`config.mk`:
```
export PLATFORM = sky130hd
export DESIGN_NAME = ifence_seq
export DESIGN_NICKNAME = d
export VERILOG_FILES = /design/src/rtl/ifs_pkg.sv /design/src/rtl/ifs_decode.sv /design/src/rtl/ifs_seq_fsm.sv /design/src/rtl/ifs_redirect.sv /design/src/rtl/ifence_seq.sv
export SDC_FILE = /design/constraint.sdc
export NUM_CORES = 1
export LEC_CHECK = 0
export CORE_MARGIN = 10
export CORE_UTILIZATION = 56
export CTS_BUF_LIST = sky130_fd_sc_hd__clkbuf_16
export DETAILED_ROUTE_END_ITERATION = 12
export DONT_BUFFER_PORTS = 1
export PLACE_DENSITY = 0.78
export SYNTH_ARGS = -nofsm -noshare
export SYNTH_HDL_FRONTEND = slang
export SYNTH_SLANG_ARGS = --single-unit
export TNS_END_PERCENT = 100
```
`constraint.sdc`:
```
create_clock -name clk -period 1.6 [get_ports clk]
set_clock_uncertainty 0.2 [all_clocks]
set_input_delay 0.16 -clock clk [delete_from_list [all_inputs] [get_ports clk]]
set_output_delay 0.16 -clock clk [all_outputs]
set_load 0.005 [all_outputs]
```
`src/rtl/ifs_pkg.sv`:
```
// Package: shared encodings and state type for the fetch fence sequencer.
// Assumes 32-bit base instruction words with opcode in [6:0], funct3 in [14:12].
package ifs_pkg;

    localparam int INSTR_W = 32;
    localparam int INSTR_BYTES = INSTR_W / 8;

    localparam logic [6:0] OPC_MISC_MEM = 7'b0001111;
    localparam logic [2:0] F3_FETCH_FENCE = 3'b001;

    typedef enum logic [2:0] {
        ST_IDLE,
        ST_DRAIN,
        ST_DCWB,
        ST_ICINV,
        ST_FLUSH
    } seq_state_e;

endpackage

```
`src/rtl/ifs_decode.sv`:
```
// Module: ifs_decode
// Recognises the instruction-fetch fence from opcode and funct3 only.
// Assumes: the immediate, rs1 and rd fields are reserved and must not affect
// the result, so they are deliberately left out of the comparison.
module ifs_decode
    import ifs_pkg::*;
(
    input  logic [INSTR_W-1:0] instr,
    output logic               is_fetch_fence
);

    logic [6:0] opcode;
    logic [2:0] funct3;
    logic       unused_fields;

    // Split out the two fields that select the fence.
    assign opcode = instr[6:0];
    assign funct3 = instr[14:12];

    // Reserved fields are intentionally not decoded.
    assign unused_fields = ^{instr[31:15], instr[11:7]};

    // Match only the fetch fence; the data fence (funct3 000) falls through.
    always_comb begin
        is_fetch_fence = (opcode == OPC_MISC_MEM) && (funct3 == F3_FETCH_FENCE);
    end

endmodule

```
`src/rtl/ifs_seq_fsm.sv`:
```
// Module: ifs_seq_fsm
// Walks the fence sequence: drain stores, optional cache write-back and
// invalidate, then a single flush cycle. Cache requests are decoded from state
// and therefore held until the matching done is sampled.
// Assumes: done inputs are only meaningful while the matching request is high.
module ifs_seq_fsm
    import ifs_pkg::*;
#(
    parameter bit COHERENT = 1'b0
) (
    input  logic clk,
    input  logic rst_n,
    input  logic start,
    input  logic sb_empty,
    input  logic dc_done,
    input  logic ic_done,
    output logic idle,
    output logic dc_req,
    output logic ic_req,
    output logic flush
);

    seq_state_e state_q;
    seq_state_e state_nx;
    seq_state_e drain_next;

    // The cache configuration picks where the drain step leads.
    generate
        if (COHERENT) begin : g_coherent
            assign drain_next = ST_FLUSH;
        end else begin : g_incoherent
            assign drain_next = ST_DCWB;
        end
    endgenerate

    // State register with synchronous active-low reset.
    always_ff @(posedge clk) begin
        if (!rst_n) begin
            state_q <= ST_IDLE;
        end else begin
            state_q <= state_nx;
        end
    end

    // Next-state selection for each step of the sequence.
    always_comb begin
        state_nx = state_q;
        unique case (state_q)
            ST_IDLE:  if (start)    state_nx = ST_DRAIN;
            ST_DRAIN: if (sb_empty) state_nx = drain_next;
            ST_DCWB:  if (dc_done)  state_nx = ST_ICINV;
            ST_ICINV: if (ic_done)  state_nx = ST_FLUSH;
            ST_FLUSH:               state_nx = ST_IDLE;
            default:                state_nx = ST_IDLE;
        endcase
    end

    // Outputs are pure state decodes so each lasts exactly as long as its step.
    always_comb begin
        idle   = (state_q == ST_IDLE);
        dc_req = (state_q == ST_DCWB);
        ic_req = (state_q == ST_ICINV);
        flush  = (state_q == ST_FLUSH);
    end

endmodule

```
`src/rtl/ifs_redirect.sv`:
```
// Module: ifs_redirect
// Captures the PC of the accepted fence and presents the next sequential
// address as the fetch restart point.
// Assumes: capture is high only in the cycle the fence is accepted.
module ifs_redirect
    import ifs_pkg::*;
#(
    parameter int PC_W = 32
) (
    input  logic            clk,
    input  logic            rst_n,
    input  logic            capture,
    input  logic [PC_W-1:0] pc_in,
    output logic [PC_W-1:0] redirect_pc
);

    localparam logic [PC_W-1:0] STEP = PC_W'(INSTR_BYTES);

    logic [PC_W-1:0] pc_q;

    // Hold the fence address for the length of the sequence.
    always_ff @(posedge clk) begin
        if (!rst_n) begin
            pc_q <= '0;
        end else if (capture) begin
            pc_q <= pc_in;
        end
    end

    // Restart just after the fence; wraps at the top of the address space.
    always_comb begin
        redirect_pc = pc_q + STEP;
    end

endmodule

```
`src/rtl/ifence_seq.sv`:
```
// Module: ifence_seq (top)
// Instruction-fetch fence sequencer. Accepts instructions while idle, starts
// the sequence on a fetch fence, blocks issue until the flush cycle ends.
// Assumes: decode holds dec_instr/dec_pc stable while dec_valid is high, and
// the store buffer reports empty within finite time.
module ifence_seq
    import ifs_pkg::*;
#(
    parameter int PC_W     = 32,
    parameter bit COHERENT = 1'b0
) (
    input  logic               clk,
    input  logic               rst_n,
    input  logic               dec_valid,
    output logic               dec_ready,
    input  logic [INSTR_W-1:0] dec_instr,
    input  logic [PC_W-1:0]    dec_pc,
    input  logic               sb_empty,
    output logic               dc_wb_req,
    input  logic               dc_wb_done,
    output logic               ic_inv_req,
    input  logic               ic_inv_done,
    output logic               fetch_flush,
    output logic [PC_W-1:0]    fetch_redirect_pc
);

    logic is_fence;
    logic idle;
    logic accept;

    // Decode the fence from the incoming word.
    ifs_decode u_decode (
        .instr          (dec_instr),
        .is_fetch_fence (is_fence)
    );

    // Handshake: take a fence only when idle and offered.
    assign accept    = dec_valid && idle && is_fence;
    assign dec_ready = idle;

    // Sequence controller.
    ifs_seq_fsm #(
        .COHERENT (COHERENT)
    ) u_fsm (
        .clk      (clk),
        .rst_n    (rst_n),
        .start    (accept),
        .sb_empty (sb_empty),
        .dc_done  (dc_wb_done),
        .ic_done  (ic_inv_done),
        .idle     (idle),
        .dc_req   (dc_wb_req),
        .ic_req   (ic_inv_req),
        .flush    (fetch_flush)
    );

    // Restart address for the flush.
    ifs_redirect #(
        .PC_W (PC_W)
    ) u_redirect (
        .clk         (clk),
        .rst_n       (rst_n),
        .capture     (accept),
        .pc_in       (dec_pc),
        .redirect_pc (fetch_redirect_pc)
    );

endmodule

```
==> results.sh, run 1 <==
export IMPL_status="did not finish"
export IMPL_stop_stage="global routing"
export IMPL_stop_error="[ERROR DPL-0038] Utilization greater than 100%, impossible to legalize"
export IMPL_tritoncts_num_sinks=35
export IMPL_die_height_um=79.9
export IMPL_worstEpCategory="output port"
export IMPL_area_after_dpl_um2=2390
export IMPL_grt_worst_setup_endpoint="fetch_redirect_pc[30]"
export IMPL_synth_edf_count=0
export IMPL_yosysWarnings=0
export IMPL_place_hpwl_mm=4.21
export IMPL_synth_fp_nets=283
export IMPL_floorplan_io_pins=106
export IMPL_postSynthAreaPerCell_um2=9.48
export IMPL_synth_ff_latch_count=35
export IMPL_pin_count_of_the_biggest_net_entering_global_routing=36
export IMPL_htree_levels=2
export IMPL_floorplan_die_width_um=79.9
export IMPL_clock_root_buffer="sky130_fd_sc_hd__clkbuf_16"
export IMPL_ys_async_rst_share_pct=0
export IMPL_placement_io_buffers=0
export IMPL_clk_path_buf_depth=2
export IMPL_floorplan_initialDensity_pct=59.3
export IMPL_place_gp_congestion=0.796
export IMPL_cts_inserted_buffers=5
export IMPL_synthesized_netlist_cell_count=212
export IMPL_seq_area_frac_synth_pct=34.9
export IMPL_dominantRegCellSynth="sky130_fd_sc_hd__dfxtp_1"
export IMPL_placement_row_count=21
export IMPL_synth_area_um2=2010
export IMPL_yosys_cell_types_count=34
synth_stat cells (2+ instances only):
library cell               count  area share [%]
sky130_fd_sc_hd__dfxtp_1      35              35
sky130_fd_sc_hd__nor2b_1      33              10
sky130_fd_sc_hd__mux2i_1      32              16
sky130_fd_sc_hd__xnor2_1      20             8.7
sky130_fd_sc_hd__nand2_1      13             2.4
sky130_fd_sc_hd__nand3_1      13             3.2
sky130_fd_sc_hd__nand4_1       9             2.8
sky130_fd_sc_hd__xor2_1        8             3.5
sky130_fd_sc_hd__nor2_1        6             1.1
sky130_fd_sc_hd__nor3b_1       4             1.5
sky130_fd_sc_hd__and3_1        3            0.93
sky130_fd_sc_hd__buf_2         3            0.75
sky130_fd_sc_hd__clkbuf_1      3            0.56
sky130_fd_sc_hd__inv_1         3            0.56
sky130_fd_sc_hd__nor3_1        3            0.75
sky130_fd_sc_hd__and4_1        2            0.87
sky130_fd_sc_hd__buf_4         2            0.75
sky130_fd_sc_hd__nand3b_1      2            0.75
sky130_fd_sc_hd__nor4_4        2             2.1
sky130_fd_sc_hd__or3_2         2            0.75
metrics by stage:
stage,hold WS (ns),std cells,worst slack [ns],TNS (ns)
3_5_place_dp,0.0965,290,-0.141,-1.24
2_1_floorplan,0.0880,212,-0.0338,-0.134
3_3_place_gp,0.0922,290,-0.102,-0.608
4_1_cts,0.0125,341,-0.402,-7.37
kinds of logic after synthesis:
group	synth area share [%]
AND/OR/NAND/NOR	32.6
flip-flops	34.9
multiplexers	15.9
XOR/XNOR	12.2
buffers and inverters	2.61
AO/OA/AOI/OAI	1.12
adder cells (fa/ha/maj)	0.623
repair_timing:
action                                 in CTS
cloned                                      1
endpoints found under the hold margin      35
setup endpoints to repair                  24
hold buffers                               35
setup buffers                               7
pin swaps                                  27
resized for setup                          60
==> run 2: changes to the inputs <==
--- a/config.mk
+++ b/config.mk
@@ -6,11 +6,10 @@
 export NUM_CORES = 1
 export LEC_CHECK = 0
 export CORE_MARGIN = 10
-export CORE_UTILIZATION = 56
-export CTS_BUF_LIST = sky130_fd_sc_hd__clkbuf_16
+export CORE_UTILIZATION = 40
 export DETAILED_ROUTE_END_ITERATION = 12
 export DONT_BUFFER_PORTS = 1
-export PLACE_DENSITY = 0.78
+export PLACE_DENSITY_LB_ADDON = 0.15
 export SYNTH_ARGS = -nofsm -noshare
 export SYNTH_HDL_FRONTEND = slang
 export SYNTH_SLANG_ARGS = --single-unit
==> constraint.sdc (replaced) <==
create_clock -name clk -period 2.1 [get_ports clk]
set_clock_uncertainty 0.2 [all_clocks]
set_input_delay 0.21 -clock clk [delete_from_list [all_inputs] [get_ports clk]]
set_output_delay 0.21 -clock clk [all_outputs]
set_load 0.005 [all_outputs]
==> run 2 against run 1 <==
The flow now finishes without violations. Synthesized cell count unchanged. Synthesized area unchanged.
==> results.sh, run 2 <==
export IMPL_pin_count_of_the_biggest_net_entering_global_routing=36
export IMPL_worstPathBufferInverterCount=0
export IMPL_complex_gate_fraction_of_the_synthesized_area_pct=1.12
export IMPL_detail_route_iter0_violations=33
export IMPL_power_density_nw_per_um2=422
export IMPL_grt_first_pass_wirelength_mm=8.81
export IMPL_seq_area_frac_synth_pct=34.9
export IMPL_place_hpwl_mm=4.04
export IMPL_pwr_share_comb_pct=6.2
export IMPL_htree_levels=2
export IMPL_regMostFlops="u_redirect.pc_q"
export IMPL_rr_startpoint="u_fsm.state_q[1]"
export IMPL_timing_hold_worst_endpoint="u_fsm.state_q[1]"
export IMPL_largest_reg_flops=32
export IMPL_rr_worst_depth=5
export IMPL_postSynthAreaPerCell_um2=9.48
export IMPL_slack_of_the_worst_reg_to_reg_path_ns=0.30
export IMPL_nets=341
export IMPL_final_area_um2=2840
export IMPL_final_util_pct=59.3
export IMPL_tightestPinTransition_ns=0.985
export IMPL_critPathMaxStageDelay_ns=0.48
export IMPL_power_share_of_the_sequential_group_pct=55.1
export IMPL_synth_top_cells_by_count="35 x sky130_fd_sc_hd__dfxtp_1, 33 x sky130_fd_sc_hd__nor2b_1, 32 x sky130_fd_sc_hd__mux2i_1"
export IMPL_layout_setup_ws_ns=0.0438
export IMPL_top_regs="u_redirect.pc_q (32), u_fsm.state_q (3)"
export IMPL_worstReg2RegEnd="u_redirect.pc_q[3]"
export IMPL_startpoint_type="flip-flop"
export IMPL_vias=1697
export IMPL_grtUsageTotal_pct=12.9
export IMPL_post_synth_top_area_fraction_pct=34.9
export IMPL_floorplan_die_width_um=90.9
export IMPL_holdCritStartpoint="ic_inv_done"
export IMPL_mostFrequentLayoutCells="34 x sky130_fd_sc_hd__dlygate4sd3_1, 33 x sky130_fd_sc_hd__nor2b_1, 32 x sky130_fd_sc_hd__mux2i_1, 22 x sky130_fd_sc_hd__dfxtp_1, 21 x sky130_fd_sc_hd__buf_4"
export IMPL_cell_internal_pwr_uw=948
export IMPL_finalWirelength_mm=5.62
export IMPL_number_of_optimization_iterations_in_the_first_detailed_route_pass=4
export IMPL_finalSetupViolations=0
export IMPL_cts_inserted_buffers=5
export IMPL_die_height_um=90.9
export IMPL_p_sw_uw=249
export IMPL_clk_transition_reported_paths_ns=0.07
export IMPL_rsz0062_at_grt="yes"
export IMPL_synth_fp_nets=283
export IMPL_clock_power_share_pct=38.6
export IMPL_synth_simple_area_share_pct=32.6
export IMPL_post_route_cells_drive_above_1_share_pct=26.2
export IMPL_total_leakage_power_uw=0.00135
export IMPL_cts_tree="built"
export IMPL_final_hold_viol_count=0
export IMPL_worstPathCellList="nand4_4, or3_4, nor3_2, xor2_1"
export IMPL_power_switching_fraction_pct=20.8
export IMPL_wl_per_cell_um=16.6
export IMPL_tritoncts_num_sinks=35
export IMPL_floorplan_initialDensity_pct=42.0
export IMPL_relSlewSlack_pct=34.1
export IMPL_hold_path_class="in -> reg"
export IMPL_ys_async_rst_share_pct=0
export IMPL_drtAntennaViolNets=0
export IMPL_detail_route_drc_violations=0
export IMPL_irDropWorstVdd_mv=0.313
export IMPL_gr_usage_met2_pct=22.5
export IMPL_finalMaxSlewViolations=0
export IMPL_cp_data_arrival_time_ns=1.65
export IMPL_synth_area_um2=2010
export IMPL_synth_most_common_cell="sky130_fd_sc_hd__dfxtp_1"
export IMPL_worstSetupEndpointType="output port"
export IMPL_path_max_fanout=6
export IMPL_synth_top_area_cell="sky130_fd_sc_hd__dfxtp_1"
export IMPL_worst_skew_pair_late_latency_ns=0.28
export IMPL_synth_top_family_by_area="simple AND/OR/NAND/NOR gates"
export IMPL_synth_edf_count=0
export IMPL_fill_cells=414
export IMPL_status="finished, final reports clean"
export IMPL_detail_route_vias_per_cell=5.02
export IMPL_placement_io_buffers=0
export IMPL_placement_row_count=25
export IMPL_synthTopCellsByArea="sky130_fd_sc_hd__dfxtp_1 35%, sky130_fd_sc_hd__mux2i_1 16%, sky130_fd_sc_hd__nor2b_1 10%"
export IMPL_antenna_diode_count=0
export IMPL_critPathRequiredTime_ns=1.69
export IMPL_clk_path_buf_depth=2
export IMPL_timing_fmax_mhz=486
export IMPL_clock_root_buffer="sky130_fd_sc_hd__clkbuf_8"
export IMPL_most_common_cell_after_layout_fill_and_taps_aside="sky130_fd_sc_hd__dlygate4sd3_1"
export IMPL_critPathKind="reg -> out"
export IMPL_preCtsSetupSlack_ns=0.156
export IMPL_post_route_min_period_ns=2.06
export IMPL_gr_usage_met1_pct=13.8
export IMPL_yosysWarnings=0
export IMPL_yosys_cell_types_count=34
export IMPL_fraction_of_the_mapped_netlist_area_in_adder_cells_pct=0.623
export IMPL_worst_hold_path_cells=3
export IMPL_area_growth_syn_to_layout_pct=41.3
export IMPL_grt_overflow_total=0
export IMPL_die_area_um2=8260
export IMPL_final_clock_period_utilization_by_the_worst_path_pct=97.9
export IMPL_crit_family="simple AND/OR/NAND/NOR gates"
export IMPL_synthesized_netlist_cell_count=212
export IMPL_gr_max_usage_layer="met2"
export IMPL_cap_viol_max_count=0
export IMPL_yosys_area_share_xor_xnor_pct=12.2
export IMPL_hold_ws_ns=0.0137
export IMPL_area_of_the_core_um2=4790
export IMPL_vias_in_the_first_global_route=1784
export IMPL_floorplan_io_pins=106
export IMPL_dominantRegCellSynth="sky130_fd_sc_hd__dfxtp_1"
export IMPL_synth_ff_latch_count=35
export IMPL_slowest_stage="sky130_fd_sc_hd__or3_4"
export IMPL_place_gp_congestion=0.765
export IMPL_antenna_found_initial=0
export IMPL_area_after_dpl_um2=2160
export IMPL_yosys_mux_area_fraction_pct=15.9
export IMPL_global_route_usage_met3_pct=4.74
[run 2: cell counts after synthesis]
No cell type changed its count.
[run 2: how the worst max path moves through the flow]
stage	to	start	cells after the start	slack [ns]
2_1_floorplan	fetch_redirect_pc[20]	u_redirect.pc_q[2]	5	0.26
3_3_place_gp	fetch_redirect_pc[13]	u_redirect.pc_q[7]	4	0.17
3_5_place_dp	fetch_redirect_pc[13]	u_redirect.pc_q[7]	4	0.16
4_1_cts	fetch_redirect_pc[30]	u_redirect.pc_q[4]	4	-0.02
5_1_grt	fetch_redirect_pc[23]	u_redirect.pc_q[2]	6	-0.07
6_report	fetch_redirect_pc[24]	u_redirect.pc_q[4]	4	0.04
[run 2: what timing repair did]
item,4_1_cts,5_1_grt
gates resized for setup,29,14
hold buffers,34,0
buffers inserted,5,4
endpoints found under the hold margin,35,0
endpoints found under the setup margin,20,18
pin swaps,7,8
gates cloned,1,0
[run 2: per-stage QoR]
step,setup TNS [ns],std cells,power (uW)
6_report,0,338,1200
5_1_grt,-0.385,338,1250
4_1_cts,-0.0209,334,1220
3_5_place_dp,0,286,694
3_3_place_gp,0,286,694
2_1_floorplan,0,212,698
[run 2: power groups by stage]
stage          Combinational, uW  Sequential (uW)  Clock, uW
2_1_floorplan               18.8              679          0
3_3_place_gp                14.7              679          0
3_5_place_dp                15.0              679          0
4_1_cts                     75.9              661        485
5_1_grt                     80.2              659        507
6_report                    74.7              660        462
[run 2: worst reg2reg max path, cell delays in order (launching register included)]
cell and delay, ns:
sky130_fd_sc_hd__dfxtp_1 0.47, sky130_fd_sc_hd__nor3_2 0.10, sky130_fd_sc_hd__nand4_1 0.08, sky130_fd_sc_hd__buf_4 0.46, sky130_fd_sc_hd__mux2i_1 0.31, sky130_fd_sc_hd__nor2b_1 0.07
[run 2: area by class of cell]
| cell class | count | area (um2) | share of cell area, % |
|---|---|---|---|
| Clock buffer | 7 | 76.3 | 2.69 |
| Clock inverter | 1 | 5.00 | 0.176 |
| Sequential cell | 35 | 724 | 25.5 |
| Multi-Input combinational cell | 166 | 1400 | 49.4 |
| Timing Repair Buffer | 59 | 537 | 18.9 |
| Inverter | 3 | 11.3 | 0.397 |
| Tap cell | 67 | 83.8 | 2.95 |
[run 2: per-layer routing]
| layer | up-vias | wire length [um] |
|---|---|---|
| met4 | 0 | 94 |
| met5 | - | 0 |
| li1 | 850 | - |
| met2 | 63 | 2800 |
| met1 | 775 | 2340 |
| met3 | 9 | 384 |
[run 2: kinds of logic (layout without fill, tap and decap cells)]
family / Yosys count / after routing
AND/OR/NAND/NOR: 102 / 102
XOR/XNOR: 28 / 28
adder cells (fa/ha/maj): 1 / 1
buffers and inverters: 11 / 70
flip-flops: 35 / 35
multiplexers: 32 / 32
AO/OA/AOI/OAI: 3 / 3
Note: power is estimated with default switching activity, not from simulation.
==> run 3: changes to the inputs <==
--- a/config.mk
+++ b/config.mk
@@ -5,8 +5,11 @@
 export SDC_FILE = /design/constraint.sdc
 export NUM_CORES = 1
 export LEC_CHECK = 0
+export ABC_AREA = 1
+export CELL_PAD_IN_SITES_DETAIL_PLACEMENT = 1
+export CELL_PAD_IN_SITES_GLOBAL_PLACEMENT = 2
 export CORE_MARGIN = 10
-export CORE_UTILIZATION = 40
+export CORE_UTILIZATION = 32
 export DETAILED_ROUTE_END_ITERATION = 12
 export DONT_BUFFER_PORTS = 1
 export PLACE_DENSITY_LB_ADDON = 0.15
==> run 3 against run 2 <==
Total power is 30% higher. Wire length is 32% higher. Clock power increased by 35%. Cell count is 39% higher. Synthesized cell count rose by 56%.
==> results.sh, run 3 <==
export IMPL_grtUsageTotal_pct=14.5
export IMPL_drtAntennaViolNets=0
export IMPL_place_gp_congestion=0.792
export IMPL_synthTopCellsByArea="sky130_fd_sc_hd__dfxtp_1 31%, sky130_fd_sc_hd__nand2_1 13%, sky130_fd_sc_hd__a21oi_2 8.6%"
export IMPL_detail_route_iter0_violations=26
export IMPL_regMostFlops="u_redirect.pc_q"
export IMPL_critPathKind="reg -> out"
export IMPL_top_regs="u_redirect.pc_q (32), u_fsm.state_q (3)"
export IMPL_relSlewSlack_pct=74.3
export IMPL_floorplan_initialDensity_pct=32.8
export IMPL_die_area_um2=10700
export IMPL_dominantRegCellSynth="sky130_fd_sc_hd__dfxtp_1"
export IMPL_clock_root_buffer="sky130_fd_sc_hd__clkbuf_8"
export IMPL_grt_first_pass_wirelength_mm=12.0
export IMPL_place_hpwl_mm=5.62
export IMPL_timing_fmax_mhz=501
export IMPL_worstSetupEndpointType="output port"
export IMPL_seq_area_frac_synth_pct=31.4
export IMPL_ys_async_rst_share_pct=0
export IMPL_critPathRequiredTime_ns=1.69
export IMPL_post_route_cells_drive_above_1_share_pct=26.8
export IMPL_cp_data_arrival_time_ns=1.59
export IMPL_synth_ff_latch_count=35
export IMPL_finalMaxSlewViolations=0
export IMPL_clk_path_buf_depth=2
export IMPL_tritoncts_num_sinks=35
export IMPL_clk_transition_reported_paths_ns=0.08
export IMPL_placement_io_buffers=0
export IMPL_hold_ws_ns=0.00814
export IMPL_floorplan_io_pins=106
export IMPL_post_route_min_period_ns=2.00
export IMPL_pin_count_of_the_biggest_net_entering_global_routing=35
export IMPL_mostFrequentLayoutCells="65 x sky130_fd_sc_hd__nand2_1, 36 x sky130_fd_sc_hd__nor2_1, 35 x sky130_fd_sc_hd__inv_1, 34 x sky130_fd_sc_hd__dlygate4sd3_1, 31 x sky130_fd_sc_hd__o21ai_1"
export IMPL_synthesized_netlist_cell_count=330
export IMPL_antenna_found_initial=0
export IMPL_nets=443
export IMPL_detail_route_drc_violations=0
export IMPL_grt_overflow_total=0
export IMPL_synth_area_um2=2230
export IMPL_rsz0062_at_grt="yes"
export IMPL_hold_path_class="in -> reg"
export IMPL_setup_tns_ns=0
export IMPL_antenna_diode_count=0
export IMPL_cts_inserted_buffers=5
export IMPL_area_of_the_core_um2=6790
export IMPL_vias_in_the_first_global_route=2388
export IMPL_floorplan_die_width_um=103
export IMPL_largest_reg_flops=32
export IMPL_power_density_nw_per_um2=511
export IMPL_synth_top_cells_by_count="75 x sky130_fd_sc_hd__nand2_1, 45 x sky130_fd_sc_hd__nor2_1, 37 x sky130_fd_sc_hd__inv_1"
export IMPL_status="finished, final reports clean"
export IMPL_tightestPinTransition_ns=0.385
export IMPL_synth_fp_nets=401
export IMPL_yosysWarnings=0
export IMPL_most_common_cell_after_layout_fill_and_taps_aside="sky130_fd_sc_hd__nand2_1"
export IMPL_wl_per_cell_um=15.8
export IMPL_number_of_optimization_iterations_in_the_first_detailed_route_pass=3
export IMPL_die_height_um=103
export IMPL_synth_most_common_cell="sky130_fd_sc_hd__nand2_1"
export IMPL_synth_edf_count=0
export IMPL_placement_row_count=30
export IMPL_vias=2198
export IMPL_irDropWorstVdd_mv=0.293
export IMPL_startpoint_type="flip-flop"
export IMPL_area_growth_syn_to_layout_pct=36.4
export IMPL_final_clock_period_utilization_by_the_worst_path_pct=95.0
export IMPL_fin_total_pwr_uw=1550
export IMPL_final_hold_viol_count=0
export IMPL_yosys_cell_types_count=26
export IMPL_cts_tree="built"
export IMPL_post_synth_top_area_fraction_pct=31.4
export IMPL_cap_viol_max_count=0
export IMPL_synth_top_area_cell="sky130_fd_sc_hd__dfxtp_1"
export IMPL_finalWirelength_mm=7.42
export IMPL_htree_levels=2
export IMPL_worst_skew_pair_late_latency_ns=0.30
export IMPL_postSynthAreaPerCell_um2=6.76
export IMPL_finalSetupViolations=0
export IMPL_total_leakage_power_uw=0.00113
export IMPL_path_max_fanout=3
export IMPL_detail_route_vias_per_cell=4.69
==> run 3: changes by cell type in the layout (fill, tap and decap cells not counted), moves of 31 or more <==
| cell | change |
|---|---|
| sky130_fd_sc_hd__nor2_1 | +31 |
| sky130_fd_sc_hd__mux2i_1 | -32 |
| sky130_fd_sc_hd__inv_1 | +32 |
| sky130_fd_sc_hd__nor2b_1 | -33 |
| sky130_fd_sc_hd__nand2_1 | +53 |
| sky130_fd_sc_hd__o21ai_1 | +31 |
==> run 3: area by class of cell <==
type	count	area (um2)
Sequential cell	35	727
Tap cell	96	120
Clock inverter	3	43.8
Clock buffer	5	68.8
Multi-Input combinational cell	245	1490
Timing Repair Buffer	46	443
Inverter	39	146
Fill cell	844	3750
==> run 3: cell families after synthesis <==
logic type	synth area share, %
simple gates	30.6
compound gates	18.5
buf+inv	10.2
flops	31.4
xor+xnor	8.64
fa+ha+maj	0.561
==> run 3: worst paths after layout <==
path                                          start                     to  slack, ns  cells after the start
worst min-delay path                          rst_n       u_fsm.state_q[1]      0.008                      3
worst max register to register     u_fsm.state_q[2]       u_fsm.state_q[1]       0.35                      9
worst min register to register  u_redirect.pc_q[31]    u_redirect.pc_q[31]       0.28                      2
worst max-delay path             u_redirect.pc_q[2]  fetch_redirect_pc[16]       0.10                      8
==> run 3: repair_timing <==
action / 4_1_cts / 5_1_grt
pin swaps: 1 / 7
buffers inserted: 0 / 5
hold endpoints to repair: 35 / 0
hold buffers: 35 / 0
resized for setup: 13 / 49
endpoints found under the setup margin: 17 / 22
==> run 3: per-layer routing <==
metal | routed length, um | global-route usage, % | vias up
met5 | 0 | 0 | -
met3 | 574 | 5.25 | 8
met1 | 3170 | 17.0 | 1016
met2 | 3580 | 24.0 | 49
met4 | 94 | 4.81 | 0
li1 | - | - | 1125
==> run 3: worst max-delay path: stages, from the launching register on <==
cell and delay (ns):
sky130_fd_sc_hd__dfxtp_4 0.38, sky130_fd_sc_hd__ha_4 0.14, sky130_fd_sc_hd__nand3_2 0.10, sky130_fd_sc_hd__inv_2 0.08
sky130_fd_sc_hd__nand2_2 0.07, sky130_fd_sc_hd__inv_2 0.09, sky130_fd_sc_hd__nand2_2 0.07, sky130_fd_sc_hd__nor2_2 0.13
sky130_fd_sc_hd__xor2_1 0.22
==> run 3: metrics by stage <==
stage	setup slack [ns]	cells	instance area [um2]	utilization, %
5_1_grt	-0.0484	469	3040	44.8
3_5_place_dp	0.210	421	2310	34.1
2_1_floorplan	0.423	330	2230	-
6_report	0.105	469	3040	44.8
4_1_cts	-0.00881	464	2820	41.6
3_3_place_gp	0.220	421	2310	34.1
==> run 3: power breakdown <==
part | leakage (uW) | total (uW) | switching (uW) | internal (uW)
sequential | 0.000289 | 687 | 16.9 | 670
combinational | 0.000779 | 240 | 140 | 101
clock | 0.0000581 | 626 | 272 | 353
==> run 4: changes to the inputs <==
--- a/config.mk
+++ b/config.mk
@@ -10,9 +10,10 @@
 export CELL_PAD_IN_SITES_GLOBAL_PLACEMENT = 2
 export CORE_MARGIN = 10
 export CORE_UTILIZATION = 32
+export CTS_BUF_LIST = sky130_fd_sc_hd__clkbuf_16
 export DETAILED_ROUTE_END_ITERATION = 12
 export DONT_BUFFER_PORTS = 1
-export PLACE_DENSITY_LB_ADDON = 0.15
+export PLACE_DENSITY_LB_ADDON = 0.12
 export SYNTH_ARGS = -nofsm -noshare
 export SYNTH_HDL_FRONTEND = slang
 export SYNTH_SLANG_ARGS = --single-unit
==> run 4 against run 3 <==
Sequential cell count unchanged. Maximum frequency decreased by 1.1%. Sequential share of layout area decreased by 0.17 points. Register-to-register slack got worse by 0.09 ns. Utilization decreased by 0.46 points. Combinational power decreased by 2%. Worst setup slack got worse by 0.021 ns. Cell count decreased by 1.5%. Total power increased by 23%. First-iteration DRC count increased to 2.7 times the previous value. Critical endpoint is now fetch_redirect_pc[22]. Largest power group is now the clock network.
==> results.sh, run 4 (synthesized netlist as in run 3, its figures left out) <==
export IMPL_tritoncts_num_sinks=35
export IMPL_wl_per_cell_um=15.8
export IMPL_relSlewSlack_pct=79.6
export IMPL_final_clock_period_utilization_by_the_worst_path_pct=96.0
export IMPL_post_route_min_period_ns=2.02
export IMPL_detail_route_drc_violations=0
export IMPL_cts_inserted_buffers=5
export IMPL_placement_io_buffers=0
export IMPL_worst_hold_path_cells=5
export IMPL_gr_usage_met2_pct=24.9
export IMPL_mostFrequentLayoutCells="72 x sky130_fd_sc_hd__nand2_1, 37 x sky130_fd_sc_hd__nor2_1, 35 x sky130_fd_sc_hd__inv_1, 32 x sky130_fd_sc_hd__dlygate4sd3_1, 31 x sky130_fd_sc_hd__o21ai_1"
export IMPL_gr_usage_met1_pct=15.9
export IMPL_finalWirelength_mm=7.29
export IMPL_irDropWorstVdd_mv=0.292
export IMPL_global_route_usage_met3_pct=4.05
export IMPL_largest_reg_flops=32
export IMPL_postCtsSetupRepairBufs=0
export IMPL_area_growth_syn_to_layout_pct=35.0
export IMPL_final_area_um2=3010
export IMPL_setup_tns_ns=0
export IMPL_grt_overflow_total=0
export IMPL_detail_route_vias_per_cell=4.68
export IMPL_vias=2161
export IMPL_post_route_cells_drive_above_1_share_pct=24.0
export IMPL_die_height_um=103
export IMPL_layout_setup_ws_ns=0.0833
export IMPL_regMostFlops="u_redirect.pc_q"
export IMPL_startpoint_type="flip-flop"
export IMPL_rsz0062_at_grt="yes"
export IMPL_power_density_nw_per_um2=636
export IMPL_finalSetupViolations=0
export IMPL_hold_ws_ns=0.0118
export IMPL_number_of_optimization_iterations_in_the_first_detailed_route_pass=4
export IMPL_worst_skew_pair_late_latency_ns=0.28
export IMPL_tightestPinTransition_ns=0.304
export IMPL_htree_levels=2
export IMPL_path_max_fanout=4
export IMPL_grtUsageTotal_pct=14.0
export IMPL_floorplan_die_width_um=103
export IMPL_placement_row_count=30
export IMPL_fill_cells=839
export IMPL_critPathKind="reg -> out"
export IMPL_drtAntennaViolNets=0
export IMPL_finalMaxSlewViolations=0
export IMPL_worstSetupEndpointType="output port"
export IMPL_pin_count_of_the_biggest_net_entering_global_routing=47
export IMPL_gr_max_usage_layer="met2"
export IMPL_detail_route_iter0_violations=70
export IMPL_antenna_found_initial=0
export IMPL_top_regs="u_redirect.pc_q (32), u_fsm.state_q (3)"
export IMPL_rr_worst_depth=7
export IMPL_status="finished, final reports clean"
export IMPL_grt_first_pass_wirelength_mm=11.8
export IMPL_final_util_pct=44.3
export IMPL_final_hold_viol_count=0
export IMPL_critPathRequiredTime_ns=1.69
export IMPL_clk_path_buf_depth=2
export IMPL_total_leakage_power_uw=0.00107
export IMPL_floorplan_io_pins=106
export IMPL_place_gp_congestion=0.755
export IMPL_most_common_cell_after_layout_fill_and_taps_aside="sky130_fd_sc_hd__nand2_1"
export IMPL_clock_root_buffer="sky130_fd_sc_hd__clkbuf_16"
export IMPL_clk_transition_reported_paths_ns=0.06
export IMPL_vias_in_the_first_global_route=2383
export IMPL_area_of_the_core_um2=6790
export IMPL_place_hpwl_mm=5.55
export IMPL_hold_path_class="in -> reg"
export IMPL_area_after_dpl_um2=2330
export IMPL_nets=436
export IMPL_floorplan_initialDensity_pct=32.8
export IMPL_antenna_diode_count=0
export IMPL_die_area_um2=10700
export IMPL_cts_tree="built"
export IMPL_cap_viol_max_count=0
export IMPL_preCtsSetupSlack_ns=0.232
export IMPL_timing_fmax_mhz=496
export IMPL_cp_data_arrival_time_ns=1.61
[run 4: cell count changes in the layout (fill, tap and decap cells not counted), sizes merged]
cell,delta
bufinv,+1
clkinvlp,+1
clkinv,-2
dlygate4sd3,-2
buf,-5
[run 4: final cells by class]
type / instances / area, um2 / area share, %
Tap cell: 96 / 120 / 3.99
Inverter: 39 / 146 / 4.86
Clock inverter: 3 / 67.6 / 2.24
Timing Repair Buffer: 39 / 398 / 13.2
Clock buffer: 5 / 125 / 4.16
Sequential cell: 35 / 714 / 23.7
Multi-Input combinational cell: 245 / 1440 / 47.8
[run 4: critical path: stages, from the launching register on]
cell and delay (ns):
sky130_fd_sc_hd__dfxtp_2 0.36, sky130_fd_sc_hd__nand2_1 0.13, sky130_fd_sc_hd__nor3_4 0.26, sky130_fd_sc_hd__nand2_1 0.12, sky130_fd_sc_hd__nor2_1 0.10, sky130_fd_sc_hd__nand2_1 0.12
sky130_fd_sc_hd__xor2_2 0.22
[run 4: worst paths after layout]
path / end / slack, ns / startpoint
max: fetch_redirect_pc[22] / 0.08 / u_redirect.pc_q[11]
min: u_fsm.state_q[0] / 0.01 / ic_inv_done
max reg2reg: u_redirect.pc_q[5] / 0.26 / u_fsm.state_q[2]
min reg2reg: u_redirect.pc_q[31] / 0.29 / u_redirect.pc_q[31]
[run 4: layer usage]
layer  share of wire, %  up-vias
met5                  0        -
met4                1.0        0
met3                5.6        5
met2                 51       45
met1                 42      999
li1                   -     1112
[run 4: through the flow]
stage | power, uW | std cells
6_report | 1910 | 462
5_1_grt | 2010 | 462
4_1_cts | 1950 | 462
3_5_place_dp | 885 | 421
3_3_place_gp | 884 | 421
2_1_floorplan | 858 | 330
[run 4: report_power, final]
part	internal, uW	switching [uW]
clock	680	306
combinational	98.4	137
sequential	677	15.8
[run 4: timing repair]
item	4_1_cts	5_1_grt
hold buffers	33	0
pin swaps	1	6
endpoints found under the hold margin	35	0
resized for setup	9	35
setup endpoints to repair	8	19
